<file path="config.mk">
export PLATFORM = sky130hd
export DESIGN_NAME = acc_seq_ctrl
export DESIGN_NICKNAME = d
export VERILOG_FILES = /design/src/rtl/acc_seq_pkg.sv /design/src/rtl/acc_seq_pc.sv /design/src/rtl/acc_seq_ir.sv /design/src/rtl/acc_seq_fsm.sv /design/src/rtl/acc_seq_ctrl.sv
export SDC_FILE = /design/constraint.sdc
export NUM_CORES = 1
export LEC_CHECK = 0
export ABC_AREA = 1
export BUFFER_PORTS_ARGS = -buffer_cell sky130_fd_sc_hd__buf_2
export CAP_MARGIN = 20
export CORE_MARGIN = 5
export CORE_UTILIZATION = 36
export CTS_BUF_LIST = sky130_fd_sc_hd__clkbuf_8
export CTS_CLUSTER_SIZE = 40
export DETAILED_ROUTE_END_ITERATION = 16
export PLACE_DENSITY = 0.64
export SLEW_MARGIN = 20
export SYNTH_ARGS = -nofsm -noshare
export SYNTH_HDL_FRONTEND = slang
export SYNTH_SLANG_ARGS = --single-unit
export TNS_END_PERCENT = 10
</file>
<file path="constraint.sdc">
create_clock -name clk -period 6 [get_ports clk]
set_clock_uncertainty 0.15 [all_clocks]
set_input_delay 0.6 -clock clk [delete_from_list [all_inputs] [get_ports clk]]
set_output_delay 0.6 -clock clk [all_outputs]
set_load 0.1 [all_outputs]
</file>
<file path="src/rtl/acc_seq_pkg.sv">
package acc_seq_pkg;

   localparam int DATA_W = 8;

   // instruction class in the high nibble
   localparam logic [3:0] CLS_SHORT = 4'h1;

   localparam logic [DATA_W-1:0] OPC_CLR   = 8'h10;
   localparam logic [DATA_W-1:0] OPC_HALT  = 8'h11;
   localparam logic [DATA_W-1:0] OPC_INC   = 8'h14;
   localparam logic [DATA_W-1:0] OPC_DEC   = 8'h15;
   localparam logic [DATA_W-1:0] OPC_STORE = 8'h41;
   localparam logic [DATA_W-1:0] OPC_JMPN  = 8'h23;
   localparam logic [DATA_W-1:0] OPC_JMP   = 8'h27;
   localparam logic [DATA_W-1:0] OPC_ADD   = 8'h86;
   localparam logic [DATA_W-1:0] OPC_SUB   = 8'h87;
   localparam logic [DATA_W-1:0] OPC_LOAD  = 8'h82;

   typedef enum logic [1:0] {
      BS_HOLD = 2'd0, BS_MEM = 2'd1, BS_INV = 2'd2, BS_ONES = 2'd3
   } bsel_e;

   typedef enum logic [2:0] {
      AL_HOLD = 3'd0, AL_ZERO = 3'd1, AL_INC = 3'd2,
      AL_ADD = 3'd3, AL_ADD1 = 3'd4, AL_PASSB = 3'd5
   } alu_e;

   typedef enum logic [1:0] {
      PC_HOLD = 2'd0, PC_INC = 2'd1, PC_LOAD = 2'd2
   } pcop_e;

   typedef enum logic [3:0] {
      S_FETCH, S_DECODE, S_OPND, S_JUMP, S_WRITE,
      S_MEMRD, S_NEGB, S_EXEC, S_HALT
   } state_e;

   typedef enum logic [2:0] {
      OP_NONE, OP_DEC, OP_STORE, OP_JMP, OP_JMPN, OP_ADD, OP_SUB, OP_LOAD
   } op_e;

endpackage

</file>
<file path="src/rtl/acc_seq_pc.sv">
module acc_seq_pc
   import acc_seq_pkg::*;
#(
   parameter int ADDR_W = 6,
   parameter logic [ADDR_W-1:0] START_PC = '0
)(
   input  logic              clk,
   input  logic              rst_n,
   input  pcop_e             pc_op,
   input  logic [ADDR_W-1:0] target,
   output logic [ADDR_W-1:0] pc
);

   always_ff @(posedge clk) begin
      if (!rst_n) begin
         pc <= START_PC;
      end else begin
         case (pc_op)
            PC_INC:  pc <= pc + 1'b1;
            PC_LOAD: pc <= target;
            default: pc <= pc;
         endcase
      end
   end

endmodule

</file>
<file path="src/rtl/acc_seq_ir.sv">
module acc_seq_ir
   import acc_seq_pkg::*;
#(
   parameter int ADDR_W = 6
)(
   input  logic              clk,
   input  logic              rst_n,
   input  logic              ir_load,
   input  logic [DATA_W-1:0] rdata,
   output logic [DATA_W-1:0] ir,
   output logic [ADDR_W-1:0] target
);

   always_ff @(posedge clk) begin
      if (!rst_n)       ir <= '0;
      else if (ir_load) ir <= rdata;
   end

   generate
      if (ADDR_W == DATA_W) begin : g_full
         assign target = ir;
      end else begin : g_slice
         assign target = ir[ADDR_W-1:0];
      end
   endgenerate

endmodule

</file>
<file path="src/rtl/acc_seq_fsm.sv">
module acc_seq_fsm
   import acc_seq_pkg::*;
(
   input  logic              clk,
   input  logic              rst_n,
   input  logic [DATA_W-1:0] ir,
   input  logic              acc_neg,
   output pcop_e             pc_op,
   output logic              ir_load,
   output logic              use_tgt,
   output logic              mem_rd,
   output logic              mem_wr,
   output bsel_e             b_sel,
   output alu_e              alu_op,
   output logic              halted
);

   state_e state, nxt;
   op_e    op_q, op_d;

   always_ff @(posedge clk) begin
      if (!rst_n) begin
         state <= S_FETCH;
         op_q  <= OP_NONE;
      end else begin
         state <= nxt;
         op_q  <= op_d;
      end
   end

   always_comb begin
      nxt     = state;
      op_d    = op_q;
      pc_op   = PC_HOLD;
      ir_load = 1'b0;
      use_tgt = 1'b0;
      mem_rd  = 1'b0;
      mem_wr  = 1'b0;
      b_sel   = BS_HOLD;
      alu_op  = AL_HOLD;
      case (state)
         S_FETCH: begin
            mem_rd  = 1'b1;
            ir_load = 1'b1;
            pc_op   = PC_INC;
            nxt     = S_DECODE;
         end
         S_DECODE: begin
            nxt  = S_FETCH;
            op_d = OP_NONE;
            if (ir[7:4] == CLS_SHORT) begin
               case (ir)
                  OPC_CLR:  alu_op = AL_ZERO;
                  OPC_INC:  alu_op = AL_INC;
                  OPC_DEC: begin
                     b_sel = BS_ONES;
                     op_d  = OP_DEC;
                     nxt   = S_EXEC;
                  end
                  OPC_HALT: nxt = S_HALT;
                  default:  nxt = S_FETCH;
               endcase
            end else begin
               nxt = S_OPND;
               case (ir)
                  OPC_STORE: op_d = OP_STORE;
                  OPC_JMP:   op_d = OP_JMP;
                  OPC_JMPN:  op_d = OP_JMPN;
                  OPC_ADD:   op_d = OP_ADD;
                  OPC_SUB:   op_d = OP_SUB;
                  OPC_LOAD:  op_d = OP_LOAD;
                  default:   nxt  = S_FETCH;
               endcase
            end
         end
         S_OPND: begin
            mem_rd  = 1'b1;
            ir_load = 1'b1;
            pc_op   = PC_INC;
            case (op_q)
               OP_JMP, OP_JMPN: nxt = S_JUMP;
               OP_STORE:        nxt = S_WRITE;
               default:         nxt = S_MEMRD;
            endcase
         end
         S_JUMP: begin
            if (op_q == OP_JMP || acc_neg) pc_op = PC_LOAD;
            nxt = S_FETCH;
         end
         S_WRITE: begin
            use_tgt = 1'b1;
            mem_wr  = 1'b1;
            nxt     = S_FETCH;
         end
         S_MEMRD: begin
            use_tgt = 1'b1;
            mem_rd  = 1'b1;
            b_sel   = BS_MEM;
            nxt     = (op_q == OP_SUB) ? S_NEGB : S_EXEC;
         end
         S_NEGB: begin
            b_sel = BS_INV;
            nxt   = S_EXEC;
         end
         S_EXEC: begin
            case (op_q)
               OP_SUB:  alu_op = AL_ADD1;
               OP_LOAD: alu_op = AL_PASSB;
               default: alu_op = AL_ADD;
            endcase
            nxt = S_FETCH;
         end
         S_HALT:  nxt = S_HALT;
         default: nxt = S_FETCH;
      endcase
   end

   assign halted = (state == S_HALT);

   // strobes are exclusive
   assert_rd_wr_excl_R11: assert property (@(posedge clk) disable iff (!rst_n)
      !(mem_rd && mem_wr));

   // halt is sticky and quiet
   assert_halt_sticky_R9: assert property (@(posedge clk) disable iff (!rst_n)
      halted |=> (halted && !mem_rd && !mem_wr && alu_op == AL_HOLD));

   // a store strobe lasts one cycle
   assert_store_single_R6: assert property (@(posedge clk) disable iff (!rst_n)
      mem_wr |=> !mem_wr);

   // an accumulator update is followed by a fetch
   assert_acc_then_fetch_R3: assert property (@(posedge clk) disable iff (!rst_n)
      (alu_op != AL_HOLD) |=> (mem_rd && ir_load && !use_tgt));

   // complementing B leads into add-with-carry
   assert_sub_carry_R5: assert property (@(posedge clk) disable iff (!rst_n)
      (b_sel == BS_INV) |=> (alu_op == AL_ADD1));

endmodule

</file>
<file path="src/rtl/acc_seq_ctrl.sv">
module acc_seq_ctrl
   import acc_seq_pkg::*;
#(
   parameter int MEM_WORDS = 64,
   localparam int ADDR_W   = $clog2(MEM_WORDS)
)(
   input  logic              clk,
   input  logic              rst_n,
   input  logic [7:0]        mem_rdata,
   input  logic              acc_neg,
   output logic [ADDR_W-1:0] mem_addr,
   output logic              mem_rd,
   output logic              mem_wr,
   output logic [1:0]        b_sel,
   output logic [2:0]        alu_op,
   output logic              halted
);

   generate
      if (MEM_WORDS < 4 || (MEM_WORDS & (MEM_WORDS - 1)) != 0 || ADDR_W > DATA_W)
      begin : g_bad_param
         initial $fatal(1, "MEM_WORDS must be a power of two that an operand byte can address");
      end
   endgenerate

   pcop_e             pc_op;
   logic              ir_load, use_tgt;
   logic [DATA_W-1:0] ir;
   logic [ADDR_W-1:0] pc, target;
   bsel_e             b_sel_w;
   alu_e              alu_op_w;

   acc_seq_pc #(.ADDR_W(ADDR_W)) u_pc (
      .clk(clk), .rst_n(rst_n), .pc_op(pc_op), .target(target), .pc(pc)
   );

   acc_seq_ir #(.ADDR_W(ADDR_W)) u_ir (
      .clk(clk), .rst_n(rst_n), .ir_load(ir_load), .rdata(mem_rdata),
      .ir(ir), .target(target)
   );

   acc_seq_fsm u_fsm (
      .clk(clk), .rst_n(rst_n), .ir(ir), .acc_neg(acc_neg),
      .pc_op(pc_op), .ir_load(ir_load), .use_tgt(use_tgt),
      .mem_rd(mem_rd), .mem_wr(mem_wr), .b_sel(b_sel_w),
      .alu_op(alu_op_w), .halted(halted)
   );

   assign mem_addr = use_tgt ? target : pc;
   assign b_sel    = b_sel_w;
   assign alu_op   = alu_op_w;

   // a store always addresses the operand, never the PC
   assert_store_addr_R6: assert property (@(posedge clk) disable iff (!rst_n)
      mem_wr |-> (mem_addr == target));

endmodule

</file>
==> metrics.txt, run 1 <==
clk buf depth=2; drt drc=0; share of cells above drive strength 1=20.6%; grt met2 use=21.6%; setup bufs post-CTS=0; Slew Limit Headroom=47.4%; Worst-Skew Late Latency=0.27 ns; Starting Density=36.8%; Yosys cell types=28; Async SR Flop Fraction=0%; first-pass GRT wire length=5.64 mm; root buffer cell=clkbuf_8; Top FF cell, synth=dfxtp_1; top post-synthesis cells by count=51 x nand2_1, 22 x o21ai_0, 21 x dfxtp_1, 21 x nor2_1, 19 x a21oi_1; setup TNS=0 ns; area of the mapped netlist=0.00134 sq mm; Syn. warnings=0; TritonCTS buffer count=3; RSZ-0062 raised after global routing=no; # resized after CTS=0; Hold Slack=0.346 ns; die area=0.00504 sq mm; sequential share of the synthesized area=31.4%; final hold viol count=0; initial antenna violation count=0; gr busiest metal=met2; Mapped Cells=211; Fill cells=410; total congestion overflow=0; most frequent cell after synthesis=nand2_1; EDFF count, synth=0; # rows=22; CTS clk-pin slew, worst paths=0.08 ns; RD Place Congestion=0.865; final wirelength=3.41 mm; maxcap violations=0; post-detail-place hpwl=2.64 mm; hold_buf cts=0; Setup Viol. Count Final=0; Worst Reg-to-Reg Cells=8; slew at the pin closest to its max-slew limit=0.784 ns; die height=71.0 microns; area of the core=0.00363 sq mm; largest net degree at the start of global routing=20; Starting DRT DRC Count=67; largest area contributor in the netlist=dfxtp_1; post-synth top area share=31.4%; grt met1 use=18.8%; leakage=0.710 nW; vias=1396; Antenna Cells=0; Mapped Nets=224; synth top area cells=dfxtp_1 31%, nand2_1 14%, o21ai_0 8.2%; Hold Path Depth=2; register bit count reported by yosys=21; wire per inst=12.1 microns; Tightest Hold Check Type=register to register; area grow syn2layout=14.8%; vias per inst=4.97; crit-path max FO=12; Buffers on Ports=24; Tot GR Track Use=13.8%; Worst setup SP type=register; max-slew violations=0; Worst Hold End=u_ir.ir[6]$_SDFFE_PN0P_; f_max=343 MHz; VDD IR-drop max=0.0992 mV; r2r setup slk=3.90 ns; vias in the first global route=1212; DRT Pass-1 Iters=4; met3 global-route usage=2.27%; H-tree depth=1; # IOs=25; Synth Area per Inst=6.34 sq um; CTS tree=built; Cell Pwr Density=220 mW/mm^2; Final min period=2.91 ns; critical path class=register to output pin; Die X=71.0 microns; Final Cell Area=0.00154 sq mm; clk sink count=21; Worst R2R Start=u_fsm.state[1]$_SDFF_PN0_; Worst Path Arrival=2.16 ns; Tcrit/Tclk final=48.6%; Final #Nets=247; status=finished, final reports clean; Crit. End Element=output pin; CP required=5.25 ns; hold path start=u_ir.ir[6]$_SDFFE_PN0P_; FF-to-FF End=u_pc.pc[1]$_SDFFE_PN0P_; post-route antenna net violation count=0; Placed Area=0.00149 sq mm
-- worst max path at each step --
stage	startpoint	end	slack, ns	depth (start not counted)
final	u_fsm.state[1]$_SDFF_PN0_	mem_addr[5]	3.09	5
after global routing	u_fsm.state[1]$_SDFF_PN0_	mem_addr[5]	2.94	5
after CTS	u_fsm.state[1]$_SDFF_PN0_	mem_addr[5]	3.11	5
after detailed placement	u_fsm.state[1]$_SDFF_PN0_	mem_addr[5]	3.42	5
after global placement	u_fsm.state[1]$_SDFF_PN0_	mem_addr[5]	3.51	5
after floorplan	u_fsm.state[2]$_SDFF_PN0_	mem_addr[1]	2.32	5
-- metal layers --
layer  share of wire [%]  wire [microns]
met1                  50            1710
met2                  45            1530
met3                 3.6             124
met4                 1.7              57
met5                   0               0
-- worst max-delay path, stage by stage, from the launching register on --
cell and delay (ns):
dfxtp_1 0.49, nor2_1 0.10, o21ai_1 0.64, nand2_1 0.12
o21ai_1 0.10, buf_2 0.44
-- cells by family (layout without fill, tap and decap cells) --
group / Yosys count / count (layout) / share of synthesized area, %
buffers and inverters: 31 / 53 / 9.16
XOR/XNOR: 1 / 1 / 0.654
AO/OA/AOI/OAI: 52 / 52 / 20.8
AND/OR/NAND/NOR: 104 / 104 / 36.1
adder cells (fa/ha/maj): 2 / 2 / 1.87
flip-flops: 21 / 21 / 31.4
-- cell type report --
type | instances | area (sq um) | share of cell area, %
tap | 48 | 60.1 | 3.91
clock buffer | 3 | 41.3 | 2.69
inverter | 25 | 93.8 | 6.11
clock inverter | 1 | 5.00 | 0.326
multi-input combinational | 159 | 796 | 51.8
sequential | 21 | 420 | 27.4
timing repair buffer | 24 | 120 | 7.82
-- power breakdown --
group	leakage [nW]	internal, W	switching [W]
Combinational	0.512	0.0000211	0.0000639
Clock	0.0255	0.0000464	0.0000488
Sequential	0.173	0.000148	0.0000102
-- per-stage QoR --
stage / setup slack [ns] / instances / utilization, % / total power [W]
after CTS: 3.11 / 281 / 42.3 / 0.000340
after global routing: 2.94 / 281 / 42.3 / 0.000359
after floorplan: 2.32 / 211 / - / 0.000228
after global placement: 3.51 / 277 / 41.0 / 0.000246
final: 3.09 / 281 / 42.3 / 0.000338
after detailed placement: 3.42 / 277 / 41.0 / 0.000246
-- state kept, by name, summed over array words and instances, names as in the netlist --
name and cells:
u_ir.ir 8, u_pc.pc 6, u_fsm.state 4, u_fsm.op_q 3
-- cell usage in the layout (no fill, tap or decap), types with 2 or more instances in the layout --
cell       n
a21oi_1   19
a31oi_1    3
buf_2     24
clkbuf_8   3
dfxtp_1   21
ha_1       2
inv_1     18
inv_2      7
nand2_1   51
nand2_2    4
nand3_1   12
nand3_2    2
nor2_1    21
nor2_2     2
nor2_4     4
nor3_1     5
o21a_1     2
o21ai_0   22
o21ai_1    3
Power figures use the tool's default switching activity.
==> run 2: changes to the inputs <==
--- a/config.mk
+++ b/config.mk
@@ -13,7 +13,7 @@
 export CTS_BUF_LIST = sky130_fd_sc_hd__clkbuf_8
 export CTS_CLUSTER_SIZE = 40
 export DETAILED_ROUTE_END_ITERATION = 16
-export PLACE_DENSITY = 0.64
+export PLACE_DENSITY = 0.66
 export SLEW_MARGIN = 20
 export SYNTH_ARGS = -nofsm -noshare
 export SYNTH_HDL_FRONTEND = slang
==> constraint.sdc (replaced) <==
create_clock -name clk -period 2.4 [get_ports clk]
set_clock_uncertainty 0.15 [all_clocks]
set_input_delay 0.24 -clock clk [delete_from_list [all_inputs] [get_ports clk]]
set_output_delay 0.24 -clock clk [all_outputs]
set_load 0.1 [all_outputs]
==> metrics.txt, run 2 (synthesized netlist as in run 1, its figures left out) <==
final wirelength=3.25 mm; VDD IR-drop max=0.241 mV; RD Place Congestion=0.859; CP most frequent cell=nand2_1; initial antenna violation count=0; Final Cell Area=0.00165 sq mm; CP required=2.01 ns; Tcrit/Tclk final=89.4%; Starting Density=36.8%; commonest non-fill, non-tap cells in the layout=51 x nand2_1, 21 x nor2_1, 21 x dfxtp_1; Cell Pwr Density=531 mW/mm^2; Worst Reg-to-Reg Cells=7; TritonCTS buffer count=3; maxcap violations=0; commonest non-fill, non-tap cell in the layout=nand2_1; CP max stage cell=buf_2; Final #Nets=249; hold path start=mem_rdata[7]; drt drc=0; CP max stage delay=0.46 ns; clk sink count=21; Buffers on Ports=24; CTS clk-pin slew, worst paths=0.08 ns; CTS tree=built; max-slew violations=0; Largest Register=u_ir.ir; wire per inst=11.5 microns; Fill cells=397; r2r setup slk=0.49 ns; # IOs=25; total power=0.000874 W; Worst setup SP type=register; Worst-Skew Late Latency=0.27 ns; die area=0.00504 sq mm; root buffer cell=clkbuf_8; post-detail-place hpwl=2.57 mm; Final min period=2.14 ns; DRT Pass-1 Iters=4; f_max=466 MHz; post-route antenna net violation count=0; Die X=71.0 microns; register share of total power=45.2%; RSZ-0062 raised after global routing=no; setup bufs post-CTS=0; CP Depth=6; utilization after layout=45.3%; Antenna Cells=0; Tot GR Track Use=13.6%; # rows=22; power share of the clock group=27.3%; Hold Path Depth=3; final hold viol count=0; vias=1397; clk buf depth=2; Worst R2R Start=u_fsm.state[1]$_SDFF_PN0_; Worst Hold End=u_ir.ir[7]$_SDFFE_PN0P_; Setup Viol. Count Final=0; largest net degree at the start of global routing=19; leakage=0.739 nW; part of the power in combinational logic=27.5%; FF-to-FF End=u_pc.pc[3]$_SDFFE_PN0P_; critical path's top delay family=buffers and inverters; first-pass GRT wire length=5.45 mm; max reg flops=8; crit-path max FO=5; Power Internal=0.000561 W; total congestion overflow=0; Crit. End Element=output pin; Sw Share=35.8%; Crit path buffers/inverters=2; area grow syn2layout=22.9%; P_sw=0.000313 W; hold_buf cts=0; status=finished, final reports clean; Slew Limit Headroom=67.4%; die height=71.0 microns; # resized after CTS=0; Hold Slack=0.0917 ns; largest registers=u_ir.ir (8), u_pc.pc (6), u_fsm.state (4); critical path class=register to output pin; vias in the first global route=1226; vias per inst=4.94; share of cells above drive strength 1=21.3%; slew at the pin closest to its max-slew limit=0.493 ns; H-tree depth=1; Starting DRT DRC Count=107; Tightest Hold Check Type=input port to register; Worst Path Arrival=1.75 ns; Placed Area=0.00160 sq mm; area of the core=0.00363 sq mm; Critical Path, Cell by Cell=inv_2 -> nand2_1 -> nor2_2 -> nand2_1 -> o21ai_1 -> buf_2
==> run 2: worst max path at each step <==
stage / startpoint / to / slack, ns
after global routing: u_ir.ir[5]$_SDFFE_PN0P_ / alu_op[1] / 0.11
after global placement: u_fsm.state[1]$_SDFF_PN0_ / u_pc.pc[2]$_SDFFE_PN0P_ / 0.51
after detailed placement: u_fsm.state[1]$_SDFF_PN0_ / u_pc.pc[2]$_SDFFE_PN0P_ / 0.48
final: u_ir.ir[5]$_SDFFE_PN0P_ / alu_op[0] / 0.26
after floorplan: u_fsm.state[2]$_SDFF_PN0_ / alu_op[2] / -0.66
after CTS: u_ir.ir[5]$_SDFFE_PN0P_ / alu_op[1] / 0.24
==> run 2: power by group through the flow <==
stage	Clock, W	Sequential (W)	Combinational [W]
4_1_cts	0.000245	0.000395	0.000242
3_3_place_gp	0	0.000404	0.000242
6_report	0.000239	0.000395	0.000240
3_5_place_dp	0	0.000403	0.000241
2_1_floorplan	0	0.000397	0.000175
5_1_grt	0.000253	0.000399	0.000265
==> run 2: worst min-delay path: stages <==
cell	delay [ns]
buf_2	0.07
o21ai_0	0.07
a21oi_1	0.10
==> run 2: cell type report <==
type | count | area [sq um] | area share [%]
well taps | 48 | 60.1 | 3.65
multi-input cells | 159 | 801 | 48.7
flip-flops and latches | 21 | 420 | 25.6
clock inverters | 1 | 3.75 | 0.228
inverters | 25 | 93.8 | 5.70
repair buffers | 26 | 225 | 13.7
clock buffers | 3 | 41.3 | 2.51
==> run 2: through the flow <==
step / setup slack (ns) / std cells / TNS (ns)
floorplan: -0.660 / 211 / -1.94
global placement: 0.514 / 279 / 0
detailed placement: 0.480 / 279 / 0
CTS: 0.242 / 283 / 0
global route: 0.113 / 283 / 0
finish: 0.255 / 283 / 0
==> run 2: metal layers <==
| layer | vias up | wire, microns | share of wire [%] | GRT usage (%) |
|---|---|---|---|---|
| li1 | 737 | - | - | - |
| met3 | 5 | 249 | 7.7 | 3.41 |
| met1 | 598 | 1550 | 48 | 19.1 |
| met5 | - | 0 | 0 | 0 |
| met2 | 57 | 1380 | 42 | 19.5 |
| met4 | 0 | 67 | 2.1 | 6.26 |
